### src/rtl/smb_byte_master.sv
module smb_byte_master #(
  parameter int QTR = 4
) (
  input  logic       clk,
  input  logic       rst_n,
  input  logic       go,
  input  logic       resp_valid,
  input  logic       resp_load,
  input  logic [7:0] resp_data,
  input  logic       resp_sta,
  input  logic       resp_sto,
  input  logic       resp_ack,
  input  logic       sda_in,
  output logic       si,
  output logic [3:0] status,
  output logic       ack_rx,
  output logic [7:0] rd_data,
  output logic       scl_oe,
  output logic       sda_oe
);

  localparam int CW = (QTR > 2) ? $clog2(QTR) : 1;

  typedef enum logic [3:0] {
    S_IDLE, S_START, S_RSTART, S_TXB, S_RXB, S_ACKO, S_STOP, S_FREE, S_HOLD
  } st_t;
  typedef enum logic [1:0] {A_STOP, A_RST, A_TX, A_RX} act_t;

  st_t         st;
  act_t        act;
  logic [CW-1:0] cnt;
  logic [1:0]  q;
  logic [3:0]  bitn;
  logic [7:0]  sh;
  logic        scl_lo, sda_lo, si_r, master, txm, stf, sta_req, sto_req, ackr, ack_lo;

  wire run  = (st != S_IDLE) && (st != S_HOLD);
  wire tick = run && (cnt == CW'(QTR - 1));

  function automatic act_t pick(input logic sto, input logic sta, input logic load);
    if (sto)       return A_STOP;
    else if (sta)  return A_RST;
    else if (load) return A_TX;
    else           return A_RX;
  endfunction

  function automatic st_t target(input act_t a);
    case (a)
      A_STOP:  return S_STOP;
      A_RST:   return S_RSTART;
      A_TX:    return S_TXB;
      default: return S_RXB;
    endcase
  endfunction

  assign si      = si_r;
  assign status  = {master, txm, stf, sto_req};
  assign ack_rx  = ackr;
  assign rd_data = sh;
  assign scl_oe  = scl_lo;
  assign sda_oe  = sda_lo;

  always_ff @(posedge clk or negedge rst_n) begin
    if (!rst_n) begin
      st <= S_IDLE; act <= A_RX; cnt <= '0; q <= '0; bitn <= '0; sh <= '0;
      scl_lo <= 1'b0; sda_lo <= 1'b0; si_r <= 1'b0; master <= 1'b0; txm <= 1'b0;
      stf <= 1'b0; sta_req <= 1'b0; sto_req <= 1'b0; ackr <= 1'b0; ack_lo <= 1'b0;
    end else begin
      cnt <= (tick || !run) ? '0 : cnt + 1'b1;
      case (st)
        S_IDLE: if (go) begin
          sta_req <= 1'b1;
          st      <= S_START;
          q       <= '0;
        end
        S_START: if (tick) begin
          if (q == 2'd0) begin
            sda_lo <= 1'b1;
            q      <= 2'd1;
          end else begin
            scl_lo <= 1'b1; si_r <= 1'b1; master <= 1'b1; txm <= 1'b1;
            stf <= 1'b1; sta_req <= 1'b0; st <= S_HOLD; q <= '0;
          end
        end
        S_RSTART: if (tick) begin
          q <= q + 2'd1;
          case (q)
            2'd0: sda_lo <= 1'b0;
            2'd1: scl_lo <= 1'b0;
            2'd2: sda_lo <= 1'b1;
            default: begin
              scl_lo <= 1'b1; si_r <= 1'b1; master <= 1'b1; txm <= 1'b1;
              stf <= 1'b1; sta_req <= 1'b0; st <= S_HOLD;
            end
          endcase
        end
        S_TXB: if (tick) begin
          q <= q + 2'd1;
          case (q)
            2'd0: sda_lo <= bitn[3] ? 1'b0 : ~sh[7];
            2'd1: scl_lo <= 1'b0;
            2'd2: if (bitn[3]) ackr <= ~sda_in;
            default: begin
              scl_lo <= 1'b1;
              if (bitn[3]) begin
                si_r <= 1'b1;
                st   <= S_HOLD;
              end else begin
                sh   <= {sh[6:0], 1'b0};
                bitn <= bitn + 4'd1;
              end
            end
          endcase
        end
        S_RXB: if (tick) begin
          q <= q + 2'd1;
          case (q)
            2'd0: sda_lo <= 1'b0;
            2'd1: scl_lo <= 1'b0;
            2'd2: sh <= {sh[6:0], sda_in};
            default: begin
              scl_lo <= 1'b1;
              if (bitn == 4'd7) begin
                si_r <= 1'b1;
                st   <= S_HOLD;
              end else begin
                bitn <= bitn + 4'd1;
              end
            end
          endcase
        end
        S_ACKO: if (tick) begin
          q <= q + 2'd1;
          case (q)
            2'd0: sda_lo <= ack_lo;
            2'd1: scl_lo <= 1'b0;
            2'd2: ;
            default: begin
              scl_lo <= 1'b1;
              st     <= target(act);
              bitn   <= '0;
              if (act == A_TX) txm <= 1'b1;
            end
          endcase
        end
        S_STOP: if (tick) begin
          q <= q + 2'd1;
          case (q)
            2'd0: sda_lo <= 1'b1;
            2'd1: scl_lo <= 1'b0;
            default: begin
              sda_lo <= 1'b0; master <= 1'b0; txm <= 1'b0; sto_req <= 1'b0;
              st <= S_FREE; q <= '0;
            end
          endcase
        end
        S_FREE: if (tick) begin
          if (q == 2'd1) begin
            st <= sta_req ? S_START : S_IDLE;
            q  <= '0;
          end else begin
            q <= 2'd1;
          end
        end
        S_HOLD: if (resp_valid) begin
          si_r    <= 1'b0;
          stf     <= 1'b0;
          sta_req <= resp_sta;
          sto_req <= resp_sto;
          q       <= '0;
          bitn    <= '0;
          if (resp_load) sh <= resp_data;
          if (!txm) begin
            ack_lo <= resp_ack;
            act    <= pick(resp_sto, resp_sta, resp_load);
            st     <= S_ACKO;
          end else begin
            st <= target(pick(resp_sto, resp_sta, resp_load));
            if (!resp_sto && !resp_sta && !resp_load) txm <= 1'b0;
          end
        end
        default: st <= S_IDLE;
      endcase
    end
  end

  AST_SCL_HELD_WHILE_SI: assert property (@(posedge clk) disable iff (!rst_n)
    si |-> scl_oe);
  AST_SI_CLEARED_BY_RESP: assert property (@(posedge clk) disable iff (!rst_n)
    $fell(si) |-> $past(resp_valid));
  AST_SDA_STABLE_SCL_HIGH: assert property (@(posedge clk) disable iff (!rst_n)
    ((st inside {S_TXB, S_RXB, S_ACKO}) && !scl_oe && $past(!scl_oe)) |-> $stable(sda_oe));
  AST_RX_VECTOR: assert property (@(posedge clk) disable iff (!rst_n)
    (si && !status[2]) |-> (status == 4'b1000));
  AST_IDLE_RELEASED: assert property (@(posedge clk) disable iff (!rst_n)
    !status[3] |-> !scl_oe);
  AST_STOP_AUTOCLEAR: assert property (@(posedge clk) disable iff (!rst_n)
    $rose(si) |-> !status[0]);

endmodule

### config.mk
export PLATFORM = sky130hd
export DESIGN_NAME = smb_byte_master
export DESIGN_NICKNAME = d
export VERILOG_FILES = /design/src/rtl/smb_byte_master.sv
export SDC_FILE = /design/constraint.sdc
export NUM_CORES = 1
export LEC_CHECK = 0
export ABC_AREA = 0
export ABC_CLOCK_PERIOD_IN_PS = 2500
export CAP_MARGIN = 20
export CORE_ASPECT_RATIO = 0.7
export CORE_UTILIZATION = 40
export DETAILED_ROUTE_END_ITERATION = 7
export SLEW_MARGIN = 20
export SYNTH_ARGS = -nofsm -noshare
export SYNTH_HDL_FRONTEND = slang
export SYNTH_SLANG_ARGS = --single-unit
### constraint.sdc
create_clock -name clk -period 2.5 [get_ports clk]
set_clock_uncertainty 0.1 [all_clocks]
set_input_delay 0.25 -clock clk [delete_from_list [all_inputs] [get_ports clk]]
set_output_delay 0.25 -clock clk [all_outputs]
set_load 0.02 [all_outputs]
Word-level counts from Yosys, hierarchy flattened
Index checks and enable logic that the tools add are counted.
{"block": "op_classes", "addsub": 3, "eq_ne": 49, "n_mux": 109, "n_bitwise": 3, "reduce_logical": 44}
{"op": "two-way mux 4 bit", "n": 27}
{"op": "!= test 2 bit (second input constant)", "n": 30}
{"op": "two-way mux 8 bit", "n": 7}
{"op": "two-way mux 1 bit", "n": 44}
{"op": "case mux 4 bit (9 select lines)", "n": 1}
{"op": "AND reduction 7 bit", "n": 4}
{"op": "two-way mux 2 bit", "n": 13}
{"op": "case mux 8 bit (3 select lines)", "n": 1}
{"op": "== test 4 x 3 -> 1 bit (second input constant)", "n": 5}
{"op": "case mux 3 bit (3 select lines)", "n": 2}
{"op": "AND reduction 18 bit", "n": 1}
{"op": "case mux 4 bit (4 select lines)", "n": 1}
{"op": "AND reduction 13 bit", "n": 1}
{"op": "case mux 2 bit (6 select lines)", "n": 1}
{"op": "AND reduction 12 bit", "n": 1}
{"op": "nonzero test 3 bit", "n": 4}
{"op": "nonzero test 4 bit", "n": 3}
{"op": "nonzero test 6 bit", "n": 2}
{"op": "AND reduction 11 bit", "n": 1}
{"op": "case mux 1 bit (5 select lines)", "n": 2}
{"op": "AND reduction 10 bit", "n": 1}
{"op": "nonzero test 5 bit", "n": 2}
{"op": "case mux 1 bit (3 select lines)", "n": 3}
{"op": "AND reduction 9 bit", "n": 1}
{"op": "28 further kinds", "n": 50}
{"block": "totals", "register_bits": 32, "input_bits": 17, "output_inout_bits": 16}

Logic depth before layout (Yosys ltp)
Gate-level depths: netlist of the first run.
{"block": "logic_depth", "depth_word": 11, "ltp_mapped": 8, "mapped_depth_nobuf": 7}

Worst setup path after synthesis of the first run
No wires, ideal clock.
{"block": "synth_path", "path_kind": "register to register", "startpoint": "reg q[1]", "endpoint": "reg st[0]", "setup_time_ns": 0.128, "arrival_ns": 1.974, "t_required_ns": 2.272, "path_slack_ns": 0.298, "path_stages_with_launch": 9, "synth_period_minus_slack_ns": 2.202, "path_cell_list": "dfrtp_1 inv_1 ha_1 clkbuf_1 nor3_1 a21oi_1 a311o_1 nor4b_4 mux2_1"}
{"block": "synth_via", "elab_chain_len": 4, "elab_cells_between_ends": 13, "cone_classes": "9 x eq/ne; 4 x reduce/logical"}
{"item": "start: declaration", "line_no": "32", "rtl": "logic [1:0] q;"}
{"item": "start signal: assignment", "line_no": "86", "rtl": "q <= q + 2'd1;"}
{"item": "start signal: assignment", "line_no": "98", "rtl": "q <= q + 2'd1;"}
{"item": "start signal: assignment", "line_no": "116", "rtl": "q <= q + 2'd1;"}
{"item": "== test 2 x 1 -> 1 bit (tied with other cells)"}
{"item": "OR reduction 3 bit (no line) / OR reduction 2 bit (equally long branches)"}
{"item": "!= test 2 bit (no line)"}
{"item": "AND reduction 18 bit (no line) (*)"}
{"item": "end signal: assignment", "line_no": "140", "rtl": "st <= target(act);"}
{"item": "end signal: assignment", "line_no": "159", "rtl": "st <= sta_req ? S_START : S_IDLE;"}
{"item": "end signal: assignment", "line_no": "178", "rtl": "st <= target(pick(resp_sto, resp_sta, resp_load));"}
{"item": "end: declaration", "line_no": "29", "rtl": "st_t st;"}
Mark *: on every way between the ends. The rest lies on a longest branch, timed or not.
A chain may end at the register's enable or synchronous reset.

Worst setup path in the final report of the first run
{"block": "layout_path", "startpoint": "reg q[0]", "endpoint": "reg st[0]"}
The elaborated chain is that of the path after synthesis.

==> results of run 1 <==
-- logic make-up (layout without fill, tap and decap cells) --
logic type	Yosys count	in the layout	share of synthesized area, %
AND/OR/NAND/NOR	108	108	24.1
flip-flops	32	32	31.8
XOR/XNOR	1	1	0.347
multiplexers	18	18	7.88
AO/OA/AOI/OAI	78	78	21.4
adder cells (fa/ha/maj)	12	12	5.95
buffers and inverters	37	76	8.48
-- power by group --
group          leakage [nW]  internal (mW)  switching, mW
Clock                0.0645          0.352          0.198
Sequential            0.404          0.717          0.226
Combinational         0.886          0.954           1.08
-- critical path, stage by stage (launching register included) --
cell and delay, ns:
dfrtp_1 0.39, ha_1 0.38, nand2_1 0.12, o41ai_1 0.32, o21ai_1 0.21, nor4b_4 0.40, mux2_1 0.36
-- per-layer routing --
metal,vias to the layer above,part of all wire [%],track usage (%)
met5,-,0,0
met4,0,0.47,3.17
met3,4,3.7,3.98
met2,53,40,30.2
met1,1041,56,30.9
li1,1113,-,-
-- flip-flops by register name, indices dropped and copies added, names as in the netlist, 2 cells and up --
signal,flops
act,2
st,4
bitn,4
cnt,2
rd_data,8
q,2
-- final timing paths --
kind                                 endpoint  slack, ns
setup / recovery            st[0]$_DFFE_PN0P_       0.12
hold / removal               q[0]$_DFFE_PN0P_       0.28
setup reg to reg            st[0]$_DFFE_PN0P_       0.12
hold reg to reg              cnt[0]$_DFF_PN0_       0.34
max in group asynchronous  act[1]$_DFFE_PN1P_       1.67
min in group clk             cnt[0]$_DFF_PN0_       0.34
-- cell type report --
cell class                      instances  area (sq um)  share of cell area, %
Clock buffer                            7          96.3                   3.12
Sequential cell                        32           803                   26.0
Inverter                               11          41.3                   1.34
Tap cell                               75          93.8                   3.04
Timing Repair Buffer                   57           520                   16.8
Multi-Input combinational cell        217          1510                   48.7
Clock inverter                          1          30.0                  0.971
-- per-stage QoR --
step	std cells	setup slack (ns)	instance area (sq um)
global placement	392	0.234	2970
detailed placement	392	0.183	2970
CTS	400	0.155	3090
finish	400	0.117	3090
global route	400	0.0235	3090
floorplan	286	0.298	2520
-- cell usage in the layout (no fill, tap or decap), types with 4 or more instances in the layout --
| cell type | n |
|---|---|
| nand2_1 | 46 |
| ha_1 | 12 |
| inv_1 | 11 |
| clkbuf_8 | 7 |
| nor3_1 | 7 |
| o21ai_0 | 13 |
| dfrtp_1 | 30 |
| clkdlybuf4s50_1 | 32 |
| nor2_1 | 14 |
| a21oi_1 | 17 |
| mux2_2 | 13 |
| o31ai_1 | 5 |
| nand3_1 | 5 |
| buf_4 | 24 |
| nor2b_1 | 5 |
| a211oi_1 | 4 |
| nand2b_1 | 4 |
| a31oi_1 | 5 |
==> metrics.cfg, run 1 <==
[cts]
clock_sinks = 32
htree_num_levels = 2
cts_hold_buffers = 0
cts_tree = built
cts_resized = 0
post_cts.repair.setup_buffers = 0
cts_root_buf = clkbuf_8
clk_pin_slew_ns = 0.07
insertion_delay_ns = 0.28
clockBufferDepth = 2
cts_buffers = 5

[synthesis]
synth_top_area_share_pct = 29.7
synth_seq_area_share_pct = 31.8
ys.flop_type = dfrtp_1
synth_most_common_cell = nand2_1
synth_top_cell_by_area = dfrtp_1
ys_top_cells_by_count = 46 x nand2_1, 30 x dfrtp_1, 17 x a21oi_1
syn-num-nets = 315
synth_edf_count = 0
synth-seq-cells = 32
synth_area_per_cell_sq_um = 8.82
synth.cell_area_sq_um = 2520
synthArstFlopShare_pct = 100
ys_types = 61
syn_inst = 286
synth_area_leaders = dfrtp_1 30%, nand2_1 6.8%, ha_1 5.9%
yosys_warnings = 0

[global_route]
grt_pass1_vias = 2025
grt_antenna_before_repair = 0
grt_pass1_wl_um = 10700
grt_usage_pct = 20.4
grt_max_degree = 33
overflow = 0

[timing]
worstMarginPinSlew_ns = 0.589
slew-limit-headroom_pct = 60.7
fin_crit_ns = 2.38
drv_slew = 0
setup_tns_ns = 0
fin_crit_sh_pct = 95.3
rsz0062_at_grt = no
setup_violations = 0
fmax_mhz = 420
fin_hold_ws_ns = 0.277
hold_viol = 0

[placement]
numPortBuffers = 32
post-dp-hpwl_um = 4720
gp_congestion = 0.843

[cells_and_area]
utilization_pct = 52.4
area_delta_synth_final_pct = 22.5
fill_cells = 544
nets = 353
antennaDiodeCount = 0
drive_above_1_share_pct = 18.2

[power_and_ir_drop]
p_leak_nw = 1.35
power_density_nw_per_um2 = 1140
finalPower_mw = 3.53
ir_drop_mv = 0.392

[setup_path]
r2r-start = q[0]$_DFFE_PN0P_
cp-startpoint = q[0]$_DFFE_PN0P_
end_kind = register
crit_type = register to register
ff2ff_path_depth = 6
cp_max_fo = 9
arrival_ns = 2.45
critPathRequiredTime_ns = 2.56
start_kind = register

[floorplanning]
die-area_sq_um = 6640
io_pins = 33
die_y_um = 68.5
fp-row-count = 23
start_util_pct = 42.8
fp.coreArea_sq_um = 5900
die_w_um = 96.9

[job]
maxCapViolations = 0

[min_path]
min_path_type = input port to async pin

[detailed_routing]
drtPass1Iterations = 4
drtAntennaViolNets = 0
drcViolationCount = 0
vias = 2211
postRouteWirelength_um = 6340
wl_per_cell_um = 15.9
drt_iter0_drc = 160
viasPerCell = 5.53

[outcome]
status = completed

Power figures use the tool's default switching activity.
==> run 2, diff against run 1 <==
--- a/config.mk
+++ b/config.mk
@@ -15,3 +15,4 @@
 export SYNTH_ARGS = -nofsm -noshare
 export SYNTH_HDL_FRONTEND = slang
 export SYNTH_SLANG_ARGS = --single-unit
+export TNS_END_PERCENT = 50
==> results of run 2 <==
Final layout, timing and power as in run 1 (identical DEF).
==> run 3, diff against run 2 <==
--- a/config.mk
+++ b/config.mk
@@ -5,13 +5,11 @@
 export SDC_FILE = /design/constraint.sdc
 export NUM_CORES = 1
 export LEC_CHECK = 0
-export ABC_AREA = 0
 export ABC_CLOCK_PERIOD_IN_PS = 2500
 export CAP_MARGIN = 20
 export CORE_ASPECT_RATIO = 0.7
 export CORE_UTILIZATION = 40
 export DETAILED_ROUTE_END_ITERATION = 7
-export SLEW_MARGIN = 20
 export SYNTH_ARGS = -nofsm -noshare
 export SYNTH_HDL_FRONTEND = slang
 export SYNTH_SLANG_ARGS = --single-unit
==> results of run 3 <==
Final layout, timing and power as in run 1 (identical DEF).
